[src/rtl/octdac_pkg.sv]
package octdac_pkg;

  localparam int OP_W       = 4;
  localparam int ADDR_W     = 4;
  localparam int DATA_W     = 16;
  localparam int WORD_W     = OP_W + ADDR_W + DATA_W;
  localparam int FRAME_LONG = 32;

  localparam logic [OP_W-1:0] OP_WR_IN     = 4'h0;
  localparam logic [OP_W-1:0] OP_UPD       = 4'h1;
  localparam logic [OP_W-1:0] OP_WRUPD_ALL = 4'h2;
  localparam logic [OP_W-1:0] OP_WRUPD     = 4'h3;
  localparam logic [OP_W-1:0] OP_PWRDN     = 4'h4;

  typedef struct packed {
    logic [OP_W-1:0]   op;
    logic [ADDR_W-1:0] addr;
    logic [DATA_W-1:0] data;
  } cmd_t;

endpackage

[src/rtl/octdac_rst_sync.sv]
module octdac_rst_sync #(
  parameter int STAGES = 2
) (
  input  logic clk,
  input  logic arst_n,
  output logic rst_n_o
);

  logic [STAGES-1:0] q_q;
  logic [STAGES-1:0] q_d;

  always_comb begin
    q_d = {q_q[STAGES-2:0], 1'b1};
  end

  always_ff @(posedge clk or negedge arst_n) begin
    if (!arst_n) q_q <= '0;
    else         q_q <= q_d;
  end

  assign rst_n_o = q_q[STAGES-1];

endmodule

[src/rtl/octdac_sync_bit.sv]
module octdac_sync_bit #(
  parameter int               WIDTH   = 3,
  parameter int               STAGES  = 2,
  parameter logic [WIDTH-1:0] RST_VAL = '0
) (
  input  logic             clk,
  input  logic             rst_n,
  input  logic [WIDTH-1:0] d,
  output logic [WIDTH-1:0] q
);

  logic [STAGES-1:0][WIDTH-1:0] chain_q;
  logic [STAGES-1:0][WIDTH-1:0] chain_d;

  always_comb begin
    chain_d = {chain_q[STAGES-2:0], d};
  end

  always_ff @(posedge clk or negedge rst_n) begin
    if (!rst_n) chain_q <= {STAGES{RST_VAL}};
    else        chain_q <= chain_d;
  end

  assign q = chain_q[STAGES-1];

endmodule

[src/rtl/octdac_serial_rx.sv]
module octdac_serial_rx
  import octdac_pkg::*;
#(
  parameter int CNT_W = 6
) (
  input  logic clk,
  input  logic rst_n,
  input  logic sck_s,
  input  logic sdi_s,
  input  logic cs_s,
  output logic sdo,
  output logic cmd_vld,
  output cmd_t cmd
);

  localparam int             SR_W    = FRAME_LONG;
  localparam logic [CNT_W-1:0] CNT_MAX = '1;
  localparam logic [CNT_W-1:0] LEN_S   = CNT_W'(WORD_W);
  localparam logic [CNT_W-1:0] LEN_L   = CNT_W'(FRAME_LONG);

  logic [SR_W-1:0]  shreg_q, shreg_d;
  logic             spill_q, spill_d;
  logic             sdo_q, sdo_d;
  logic [CNT_W-1:0] cnt_q, cnt_d, cnt_base;
  logic             sck_prev_q, cs_prev_q;
  logic             vld_q, vld_d;
  cmd_t             cmd_q, cmd_d;

  logic sck_rise, sck_fall, cs_rise, cs_fall;
  logic shift_en, out_en, frame_ok;

  // edge detection on the synchronised pins
  always_comb begin
    sck_rise = sck_s & ~sck_prev_q;
    sck_fall = ~sck_s & sck_prev_q;
    cs_rise  = cs_s & ~cs_prev_q;
    cs_fall  = ~cs_s & cs_prev_q;
    shift_en = sck_rise & ~cs_s;
    out_en   = sck_fall & ~cs_s;
    frame_ok = (cnt_q == LEN_S) || (cnt_q == LEN_L);
  end

  // next state
  always_comb begin
    shreg_d  = shreg_q;
    spill_d  = spill_q;
    sdo_d    = sdo_q;
    cnt_base = cs_fall ? '0 : cnt_q;
    cnt_d    = cnt_base;
    vld_d    = 1'b0;
    cmd_d    = cmd_q;
    if (shift_en) begin
      shreg_d = {shreg_q[SR_W-2:0], sdi_s};
      spill_d = shreg_q[SR_W-1];
      if (cnt_base != CNT_MAX) cnt_d = cnt_base + 1'b1;
    end
    if (out_en) sdo_d = spill_q;
    if (cs_rise && frame_ok) begin
      vld_d = 1'b1;
      cmd_d = cmd_t'(shreg_q[WORD_W-1:0]);
    end
  end

  always_ff @(posedge clk or negedge rst_n) begin
    if (!rst_n) begin
      shreg_q    <= '0;
      spill_q    <= 1'b0;
      sdo_q      <= 1'b0;
      cnt_q      <= '0;
      sck_prev_q <= 1'b0;
      cs_prev_q  <= 1'b1;
      vld_q      <= 1'b0;
      cmd_q      <= '0;
    end else begin
      shreg_q    <= shreg_d;
      spill_q    <= spill_d;
      sdo_q      <= sdo_d;
      cnt_q      <= cnt_d;
      sck_prev_q <= sck_s;
      cs_prev_q  <= cs_s;
      vld_q      <= vld_d;
      cmd_q      <= cmd_d;
    end
  end

  assign sdo     = sdo_q;
  assign cmd_vld = vld_q;
  assign cmd     = cmd_q;

endmodule

[src/rtl/octdac_exec.sv]
module octdac_exec
  import octdac_pkg::*;
#(
  parameter int NCH = 8
) (
  input  logic                  clk,
  input  logic                  rst_n,
  input  logic                  cmd_vld,
  input  cmd_t                  cmd,
  output logic [NCH*DATA_W-1:0] dac_flat,
  output logic [NCH-1:0]        pd
);

  logic all_sel;
  assign all_sel = (int'(cmd.addr) >= NCH);

  for (genvar g = 0; g < NCH; g++) begin : g_ch
    logic              hit;
    logic [DATA_W-1:0] in_q, in_d, dac_q, dac_d;
    logic              pd_q, pd_d;

    always_comb begin
      hit   = all_sel || (int'(cmd.addr) == g);
      in_d  = in_q;
      dac_d = dac_q;
      pd_d  = pd_q;
      case (cmd.op)
        OP_WR_IN: begin
          if (hit) in_d = cmd.data;
        end
        OP_UPD: begin
          if (hit) begin
            dac_d = in_q;
            pd_d  = 1'b0;
          end
        end
        OP_WRUPD_ALL: begin
          in_d  = cmd.data;
          dac_d = cmd.data;
          pd_d  = 1'b0;
        end
        OP_WRUPD: begin
          if (hit) begin
            in_d  = cmd.data;
            dac_d = cmd.data;
            pd_d  = 1'b0;
          end
        end
        OP_PWRDN: begin
          if (hit) pd_d = 1'b1;
        end
        default: ;
      endcase
    end

    always_ff @(posedge clk or negedge rst_n) begin
      if (!rst_n) begin
        in_q  <= '0;
        dac_q <= '0;
        pd_q  <= 1'b0;
      end else if (cmd_vld) begin
        in_q  <= in_d;
        dac_q <= dac_d;
        pd_q  <= pd_d;
      end
    end

    assign dac_flat[g*DATA_W +: DATA_W] = dac_q;
    assign pd[g]                        = pd_q;
  end

endmodule

[src/rtl/octdac_frontend.sv]
module octdac_frontend
  import octdac_pkg::*;
#(
  parameter int NCH         = 8,
  parameter int SYNC_STAGES = 2,
  parameter int CNT_W       = 6
) (
  input  logic                  clk,
  input  logic                  rst_n,
  input  logic                  clr_n,
  input  logic                  cs_ld,
  input  logic                  sck,
  input  logic                  sdi,
  output logic                  sdo,
  output logic [NCH*DATA_W-1:0] dac_out,
  output logic [NCH-1:0]        pd_out
);

  localparam int             NPIN     = 3;
  localparam logic [NPIN-1:0] PIN_IDLE = 3'b100;

  logic            arst_n;
  logic            rst_s;
  logic [NPIN-1:0] pin_raw, pin_s;
  logic            cs_s, sdi_s, sck_s;
  logic            cmd_vld;
  cmd_t            cmd;

  // clear and reset both act at once; release follows the clock
  assign arst_n = rst_n & clr_n;

  octdac_rst_sync #(.STAGES(SYNC_STAGES)) u_rst (
    .clk     (clk),
    .arst_n  (arst_n),
    .rst_n_o (rst_s)
  );

  assign pin_raw = {cs_ld, sdi, sck};

  octdac_sync_bit #(
    .WIDTH   (NPIN),
    .STAGES  (SYNC_STAGES),
    .RST_VAL (PIN_IDLE)
  ) u_pins (
    .clk   (clk),
    .rst_n (rst_s),
    .d     (pin_raw),
    .q     (pin_s)
  );

  assign {cs_s, sdi_s, sck_s} = pin_s;

  octdac_serial_rx #(.CNT_W(CNT_W)) u_rx (
    .clk     (clk),
    .rst_n   (rst_s),
    .sck_s   (sck_s),
    .sdi_s   (sdi_s),
    .cs_s    (cs_s),
    .sdo     (sdo),
    .cmd_vld (cmd_vld),
    .cmd     (cmd)
  );

  octdac_exec #(.NCH(NCH)) u_exec (
    .clk      (clk),
    .rst_n    (rst_s),
    .cmd_vld  (cmd_vld),
    .cmd      (cmd),
    .dac_flat (dac_out),
    .pd       (pd_out)
  );

endmodule

[config.mk]
export PLATFORM = sky130hd
export DESIGN_NAME = octdac_frontend
export DESIGN_NICKNAME = d
export VERILOG_FILES = /design/src/rtl/octdac_pkg.sv /design/src/rtl/octdac_rst_sync.sv /design/src/rtl/octdac_sync_bit.sv /design/src/rtl/octdac_serial_rx.sv /design/src/rtl/octdac_exec.sv /design/src/rtl/octdac_frontend.sv
export SDC_FILE = /design/constraint.sdc
export NUM_CORES = 1
export LEC_CHECK = 0
export BUFFER_PORTS_ARGS = -buffer_cell sky130_fd_sc_hd__buf_4
export CAP_MARGIN = 0
export CORE_MARGIN = 4
export CORE_UTILIZATION = 62
export DETAILED_ROUTE_END_ITERATION = 7
export PLACE_DENSITY = 0.94
export SYNTH_ARGS = -nofsm -noshare
export SYNTH_HDL_FRONTEND = slang
export SYNTH_SLANG_ARGS = --single-unit
export TNS_END_PERCENT = 1
[constraint.sdc]
create_clock -name clk -period 18.4 [get_ports clk]
set_clock_uncertainty 0.05 [all_clocks]
set_input_delay 0.92 -clock clk [delete_from_list [all_inputs] [get_ports clk]]
set_output_delay 0.92 -clock clk [all_outputs]
set_load 0.01 [all_outputs]
* Word level (Yosys, flattened, before mapping)
Cells that the tools add are included.
Operators by class: add/subtract/negate cells 1, order comparisons 1, eq/ne operators 54, muxes and demuxes 60, bitwise logic cells 11, reduce and logical (&&, ||, !) cells 41
Operators by type and width (number):
- 16-bit case mux with 3 select lines | 8
- 16-bit 2-to-1 mux | 16
- 16-bit case mux with 2 select lines | 8
- 2-bit by 1-bit != test with 1-bit output (second input constant) | 40
- 4-bit AND reduction | 16
- 1-bit case mux with 3 select lines | 8
- 3-bit AND reduction | 8
- 6-bit 2-to-1 mux | 3
- 1-bit 2-to-1 mux | 17
- 4-bit equality test (second input constant) | 4
- 4-bit by 2-bit equality test with 1-bit output (second input constant) | 3
- 4-bit by 3-bit equality test with 1-bit output (second input constant) | 3
- 1-bit logical OR | 9
- 4-bit zero test | 2
- 1-bit bitwise AND | 7
- 6-bit by 1-bit adder with 6-bit output (second input constant) | 1
- 6-bit by 5-bit equality test with 1-bit output (second input constant) | 1
- 6-bit equality test (second input constant) | 1
- 6-bit != test (second input constant) | 1
- 3-bit nonzero test | 2
- 4-bit by 1-bit equality test with 1-bit output (second input constant) | 1
- 4-bit greater-or-equal comparator (second input constant) | 1
- 1-bit inverter | 4
- 2-bit OR reduction | 2
- 2 further kinds | 2
Word-level totals: bits in registers 339, bits of input ports 6, output and inout bits 137, word-level logic and storage cells 205

* Longest topological paths before layout
Gate-level depths: netlist of run 1.
word-level depth 6, depth in mapped cells 8, gate-level depth less buffers 6

* Modules after synthesis
From an unflattened synthesis of run 1, not the netlist that was laid out.
Unflattened totals: cell total of the unflattened synthesis 1185, area total of the unflattened synthesis 14624.0 um^2
By module, submodules not included:
- octdac_exec | times used 1, cells an instance 939, area each 11674.9 um^2, sequential area each 6606.3 um^2
- octdac_serial_rx | times used 1, cells an instance 236, area each 2736.4 um^2, sequential area each 1677.9 um^2
- octdac_sync_bit | times used 1, cells an instance 6, area each 152.6 um^2, sequential area each 152.6 um^2
- octdac_rst_sync | times used 1, cells an instance 3, area each 53.8 um^2, sequential area each 50.0 um^2
- octdac_frontend | times used 1, cells an instance 1, area each 6.3 um^2, sequential area each 0.0 um^2

* Worst setup path before layout of run 1
OpenSTA, ideal clock, no wires.
path kind reg2reg, from register u_pins.chain_q, in the netlist u_pins.q[2], to register u_rx.cnt_q[1], arrival time 2.041 ns, slack 16.184 ns, stages on the path, launching flop included 8, buffers on the path 1, period minus slack after synthesis 2.216 ns, path through dfstp_2 -> nand2b_1 -> clkbuf_1 -> and2_1 -> ha_1 -> nand4_1 -> o21ai_0 -> mux2_2
Between the ends: cells in the longest elaborated chain, start to end 6, elaborated cells between the ends (all ways) 8, classes of those cells 1 x add/sub; 1 x eq/ne; 3 x mux; 3 x bitwise
RTL lines:
- from (decl) | RTL line octdac_sync_bit.sv:12 | logic [STAGES-1:0][WIDTH-1:0] chain_q;
- from (signal assigned) | RTL line octdac_sync_bit.sv:20 | if (!rst_n) chain_q <= {STAGES{RST_VAL}};
- from (signal assigned) | RTL line octdac_sync_bit.sv:21 | else chain_q <= chain_d;
- 1-bit inverter * | RTL line octdac_serial_rx.sv:37, octdac_serial_rx.sv:38
- 1-bit bitwise AND | RTL line octdac_serial_rx.sv:37 | cs_fall = ~cs_s & cs_prev_q;
- 6-bit 2-to-1 mux | RTL line octdac_serial_rx.sv:48 | cnt_base = cs_fall ? '0 : cnt_q;
- 6-bit by 1-bit adder with 6-bit output or 6-bit != test (tied branches) | RTL line octdac_serial_rx.sv:55 | if (cnt_base != CNT_MAX) cnt_d = cnt_base + 1'b1;
- 6-bit 2-to-1 mux | RTL line octdac_serial_rx.sv:55
- 6-bit 2-to-1 mux * | RTL line octdac_serial_rx.sv:52 | if (shift_en) begin
- via u_rx.cnt_d[1] | RTL line octdac_serial_rx.sv:24 | logic [CNT_W-1:0] cnt_q, cnt_d, cnt_base;
- to (signal assigned) | RTL line octdac_serial_rx.sv:78 | cnt_q <= cnt_d;
- to (decl) | RTL line octdac_serial_rx.sv:24
The timed path passes the listed nets; every way through them passes the cells marked *. A chain may end at the register's enable or synchronous reset.

* Final worst setup path of run 1
from register u_rx.cmd_q, in the netlist u_rx.cmd[23], to register u_exec.g_ch[1].dac_q[12]
Between the ends: cells in the longest elaborated chain, start to end 3, elaborated cells between the ends (all ways) 8, classes of those cells 5 x eq/ne; 1 x mux; 2 x reduce/logical
RTL lines:
- from (decl) | RTL line octdac_serial_rx.sv:27 | cmd_t cmd_q, cmd_d;
- from (signal assigned) | RTL line octdac_serial_rx.sv:82 | cmd_q <= cmd_d;
- 4-bit by 2-bit equality test with 1-bit output or 4-bit by 1-bit equality test with 1-bit output (tied branches) | RTL line octdac_exec.sv:27 | case (cmd.op)
- 2-bit by 1-bit != test with 1-bit output (no line) or 3-bit nonzero test (tied branches)
- 4-bit AND reduction (no line)
- to (signal assigned) | RTL line octdac_exec.sv:59 | dac_q <= '0;
- to (signal assigned) | RTL line octdac_exec.sv:63 | dac_q <= dac_d;
- to (decl) | RTL line octdac_exec.sv:19 | logic [DATA_W-1:0] in_q, in_d, dac_q, dac_d;
Several ways; a longest one is shown, not always the timed one.

==> impl_metrics.py, run 1 <==
metrics = {
    "outcome": {
        "status": "finished, final reports clean",
    },
    "grt": {
        "grt_pass1_vias": 10084,
        "grt_max_degree": 188,
        "grt-ovfl-total": 0,
        "grt_pass1_wl_um": 56600,
        "grt_usage_pct": 27.7,
        "antenna_found_initial": 0,
    },
    "route": {
        "dr.pass1.iters": 5,
        "via_per_inst": 6.12,
        "routed_wl_um": 35400,
        "vias": 9293,
        "wire_per_inst_um": 23.3,
        "drc_errors": 0,
        "ant_nets": 0,
        "drtIter0Drc": 844,
    },
    "timing": {
        "maxSlewViolCount": 0,
        "max_freq_mhz": 332,
        "relSlewSlack_pct": 13.1,
        "post-route-period-util_pct": 16.4,
        "fin_setup_tns_ns": 0,
        "hold_viol": 0,
        "hold_slack_ns": 0.170,
        "worst_pin_slew_ns": 1.30,
        "final.setup.worst_slack_ns": 15.39,
        "min_period_ns": 3.01,
        "setup_viol": 0,
        "rsz0062_at_grt": "no",
    },
    "worst_setup_path": {
        "cp-start-kind": "flop",
        "r2r-start": "u_rx.cmd[23]",
        "critPathMaxFanout": 17,
        "critPathKind": "reg -> reg",
        "end_kind": "flop",
        "cp.arrival_ns": 3.43,
        "r2r_cells": 4,
        "required_ns": 18.82,
        "crit_start": "u_rx.cmd[23]",
    },
    "job": {
        "drv_cap": 0,
    },
    "clock_tree": {
        "clk_pin_slew_ns": 0.07,
        "holdBufCountCts": 0,
        "cts_resized": 0,
        "clockBufferDepth": 3,
        "root_buffer": "clkbuf_16",
        "postCtsSetupBuffers": 0,
        "htree_levels": 1,
        "cts_buffers": 31,
        "cts_sinks": 339,
        "cts_tree": "built",
        "worstSkewPairLatency_ns": 0.58,
    },
    "cells_and_area": {
        "syn_to_final_growth_pct": 14.3,
        "antenna_cells": 0,
        "final_common_cell": "dfrtp_1",
        "num-nets-final": 1216,
        "layout_common_cells": "dfrtp_1, mux2_2, a21oi_1",
        "fin_util_pct": 72.1,
        "drive_above_1_share_pct": 33.1,
    },
    "placed_design": {
        "port_buffers": 142,
        "dp_slack_ns": 15.54,
        "dp_hpwl_um": 21500,
        "place_congestion": 0.809,
    },
    "floorplan": {
        "start_util_pct": 63.1,
        "core_area_sq_um": 22600,
        "rows": 55,
        "die-width_um": 160,
        "fp.dieH_um": 160,
        "ios": 143,
        "die_area_sq_um": 25600,
    },
    "pwr": {
        "power_mw": 1.44,
        "power_leakage_nw": 7.71,
        "power-per-cell-area_nw_per_um2": 88.2,
        "vdd_ir_drop_max_mv": 0.0756,
    },
    "synth": {
        "ys_ff_latch": 339,
        "synth.distinct_cells": 45,
        "ys_seq_area_share_pct": 59.4,
        "syn_inst": 1099,
        "ys_warn_count": 0,
        "ys_async_sr_fraction_pct": 100,
        "synth_edf_count": 0,
        "syn_nets": 1106,
        "syn_area_per_cell_sq_um": 13.0,
        "syn_area_sq_um": 14300,
        "synthFlopType": "dfrtp_1",
    },
    "hold_path": {
        "min-delay-path-class": "in -> async",
    },
}
[metal layers]
metal	GRT usage (%)	vias to the layer above	wire length, um
met2	45.6	445	17500
met4	12.0	0	1430
li1	-	3947	-
met3	6.19	120	2690
met1	35.8	4781	13800
met5	0	-	0
[cell usage after synthesis, types with 6 or more instances]
cell type	number	share of area [%]
a21oi_1	148	5.2
a21oi_4	14	1.6
a31oi_1	8	0.35
and2_1	20	0.88
buf_12	6	0.84
buf_2	16	0.56
buf_4	15	0.79
clkbuf_1	27	0.71
dfrtp_1	336	59
inv_1	125	3.3
mux2_2	175	14
mux2_4	10	1.1
mux2i_1	114	8.0
nor2_1	22	0.58
o22ai_1	9	0.39
[worst paths after layout]
path	end	slack, ns
setup / recovery	u_exec.g_ch[1].dac_q[12]	15.39
hold / removal	u_rst.q_q[0]	0.17
setup reg to reg	u_exec.g_ch[1].dac_q[12]	15.39
hold reg to reg	u_rst.q_q[1]	0.30
max in group asynchronous	u_exec.g_ch[0].dac_q[3]	16.31
min in group clk	u_rst.q_q[1]	0.30
[final cells by class]
class / instances / area [sq um]
flip-flops and latches: 339 / 8490
repair buffers: 148 / 1120
multi-input cells: 564 / 4880
inverters: 125 / 469
clock buffers: 40 / 830
fillers: 1309 / 6310
well taps: 285 / 357
clock inverters: 17 / 179
[sequential cells by signal, indices dropped and copies added, names as in the netlist]
| register | cells |
|---|---|
| u_rx.cnt_q | 6 |
| u_rx.cmd_vld | 1 |
| u_rx.sdo | 1 |
| u_pins.chain_d | 3 |
| u_exec.g_ch.in_q | 128 |
| u_rx.cs_prev_q | 1 |
| u_exec.g_ch.dac_q | 128 |
| u_rx.cmd | 24 |
| u_pins.q | 3 |
| u_rx.sck_prev_q | 1 |
| u_rx.shreg_q | 32 |
| u_rst.q_q | 2 |
| u_exec.g_ch.pd_q | 8 |
| u_rx.spill_q | 1 |
[through the flow]
step / cells / area (sq um)
2_1_floorplan: 1099 / 14300
3_3_place_gp: 1461 / 15300
3_5_place_dp: 1461 / 15300
4_1_cts: 1518 / 16300
5_1_grt: 1518 / 16300
6_report: 1518 / 16300
[report_power, final]
part           switching (mW)  internal, mW
registers              0.0112         0.756
logic                  0.0159       0.00992
clock network           0.286         0.362
[cells by family after synthesis]
kind of cell | Yosys count | share of synthesized area, %
flip-flops | 339 | 59.4
multiplexers | 301 | 23.0
buffers and inverters | 196 | 6.70
AO/OA/AOI/OAI | 188 | 7.99
AND/OR/NAND/NOR | 72 | 2.78
adder cells (fa/ha/maj) | 1 | 0.0875
other | 1 | 0.0262
XOR/XNOR | 1 | 0.0613
[critical path: stages (launching register included)]
cell and delay, ns:
dfrtp_1 0.48, or3b_1 0.46, or2_0 0.64, a21oi_4 0.90, mux2i_1 0.38
No activity file was read; power rests on OpenSTA's default activity.
==> run 2, diff against run 1 <==
--- a/config.mk
+++ b/config.mk
@@ -8,9 +8,9 @@
 export BUFFER_PORTS_ARGS = -buffer_cell sky130_fd_sc_hd__buf_4
 export CAP_MARGIN = 0
 export CORE_MARGIN = 4
-export CORE_UTILIZATION = 62
+export CORE_UTILIZATION = 59
 export DETAILED_ROUTE_END_ITERATION = 7
-export PLACE_DENSITY = 0.94
+export PLACE_DENSITY = 0.91
 export SYNTH_ARGS = -nofsm -noshare
 export SYNTH_HDL_FRONTEND = slang
 export SYNTH_SLANG_ARGS = --single-unit
==> constraint.sdc (replaced) <==
create_clock -name clk -period 2.9 [get_ports clk]
set_clock_uncertainty 0.05 [all_clocks]
set_input_delay 0.145 -clock clk [delete_from_list [all_inputs] [get_ports clk]]
set_output_delay 0.145 -clock clk [all_outputs]
set_load 0.01 [all_outputs]
==> run 2 against run 1 <==
Global-route usage decreased by 0.65 points; clock power increased to 6.7 times the previous value; clock-buffer cell count increased by 6; wire length increased by 1.8%; non-clock buffer count increased by 34; cell count increased by 4.7%; fmax increased by 16%; combinational power increased to 7.4 times the previous value; sequential share of layout area decreased by 1.4 points; highest routed layer unchanged; critical path depth increased by 1; total power increased to 6.5 times the previous value; largest power group unchanged.
==> impl_metrics.py, run 2 (synthesized netlist as in run 1, its figures left out) <==
metrics = {
    "route": {
        "routed_wl_um": 36100,
        "dr.pass1.iters": 5,
        "route.met3.wl_um": 2960,
        "routed.top_layer": "met4",
        "vias": 9396,
        "drtIter0Drc": 860,
        "via_per_inst": 5.91,
        "wire_per_inst_um": 22.7,
        "ant_nets": 0,
        "drt-met1-wl_um": 14000,
        "drc_errors": 0,
        "dr_wl_met2_um": 17800,
    },
    "clock_tree": {
        "worstSkewPairLatency_ns": 0.53,
        "cts_resized": 0,
        "root_buffer": "clkbuf_16",
        "cts_buffers": 34,
        "clockBufferDepth": 3,
        "cts_sinks": 339,
        "postCtsSetupBuffers": 0,
        "holdBufCountCts": 6,
        "cts_tree": "built",
        "clk_pin_slew_ns": 0.06,
        "htree_levels": 2,
    },
    "placed_design": {
        "dp_hpwl_um": 21700,
        "place_congestion": 0.829,
        "port_buffers": 142,
    },
    "worst_setup_path": {
        "required_ns": 3.27,
        "end_kind": "flop",
        "cp-start-kind": "flop",
        "cp.arrival_ns": 2.97,
        "critPathKind": "reg -> reg",
        "critPathMaxFanout": 17,
    },
    "timing": {
        "setup_viol": 0,
        "max_freq_mhz": 385,
        "worst_pin_slew_ns": 1.25,
        "relSlewSlack_pct": 16.6,
        "hold_viol": 0,
        "hold_slack_ns": 0.233,
        "rsz0062_at_grt": "no",
        "post-route-period-util_pct": 89.5,
        "min_period_ns": 2.59,
        "maxSlewViolCount": 0,
    },
    "cells_and_area": {
        "final_common_cell": "dfrtp_1",
        "fin_util_pct": 70.8,
        "antenna_cells": 0,
        "drive_above_1_share_pct": 34.5,
        "reg_top3": "u_exec.g_ch.dac_q x128, u_exec.g_ch.in_q x128, u_rx.shreg_q x32",
        "layout_common_cells": "dfrtp_1, mux2_2, buf_4",
        "syn_to_final_growth_pct": 17.3,
        "num-nets-final": 1253,
    },
    "floorplan": {
        "die_area_sq_um": 26800,
        "fp.dieH_um": 164,
        "die-width_um": 164,
        "core_area_sq_um": 23700,
        "rows": 56,
        "start_util_pct": 60.4,
        "ios": 143,
    },
    "grt": {
        "grt_max_degree": 64,
        "grt_pass1_wl_um": 56200,
        "grt_usage_pct": 27.0,
        "grt_pass1_vias": 10083,
        "grt-ovfl-total": 0,
        "antenna_found_initial": 0,
    },
    "pwr": {
        "power_leakage_nw": 7.91,
        "vdd_ir_drop_max_mv": 0.377,
        "power-per-cell-area_nw_per_um2": 561,
    },
    "job": {
        "drv_cap": 0,
    },
    "outcome": {
        "status": "finished, final reports clean",
    },
    "hold_path": {
        "min-delay-path-class": "in -> reg",
    },
}
## run 2: stage by stage
stage / total power [mW] / cells / worst slack (ns) / TNS, ns / instance area (sq um)
CTS: 9.44 / 1590 / 0.342 / 0 / 16800
finish: 9.40 / 1590 / 0.306 / 0 / 16800
global route: 9.66 / 1590 / 0.212 / 0 / 16800
global placement: 5.12 / 1523 / 0.538 / 0 / 15600
floorplan: 5.05 / 1099 / -0.502 / -167.75 / 14300
detailed placement: 5.14 / 1523 / 0.421 / 0 / 15600
## run 2: layer usage
layer,vias to the layer above,global-route usage (%)
met5,-,0
met4,0,12.1
met3,115,5.85
met2,470,44.2
met1,4790,34.9
li1,4021,-
## run 2: critical path, stage by stage (launching register included)
cell and delay [ns]:
dfrtp_1 0.48, or3b_1 0.46, or2_0 0.60, a21oi_4 0.27
buf_4 0.37, mux2i_1 0.28
## run 2: cell type report
type / instances / area, sq um
clock buffer: 46 / 936
clock inverter: 15 / 153
fill: 1490 / 6910
inverter: 125 / 469
multi-input combinational: 564 / 4880
sequential: 339 / 8490
tap: 319 / 399
timing repair buffer: 182 / 1440
## run 2: path summary, 6_finish.rpt
| kind | startpoint | endpoint | slack, ns | depth (start not counted) |
|---|---|---|---|---|
| worst max-delay path | u_rx.cmd[22] | u_exec.g_ch[0].dac_q[15] | 0.31 | 5 |
| worst min-delay path | sck | u_pins.chain_d[3] | 0.23 | 2 |
| worst max register to register | u_rx.cmd[22] | u_exec.g_ch[0].dac_q[15] | 0.31 | 5 |
| worst min register to register | u_pins.chain_d[4] | u_pins.q[1] | 0.30 | 0 |
| max in group asynchronous | u_rst.q_q[1] | u_pins.chain_d[5] | 1.50 | 1 |
| min in group asynchronous | u_rst.q_q[1] | u_exec.g_ch[0].dac_q[11] | 0.41 | 0 |
## run 2: power breakdown
part	internal [mW]	switching, mW
Combinational	0.0843	0.108
Clock	2.47	1.87
Sequential	4.80	0.0685
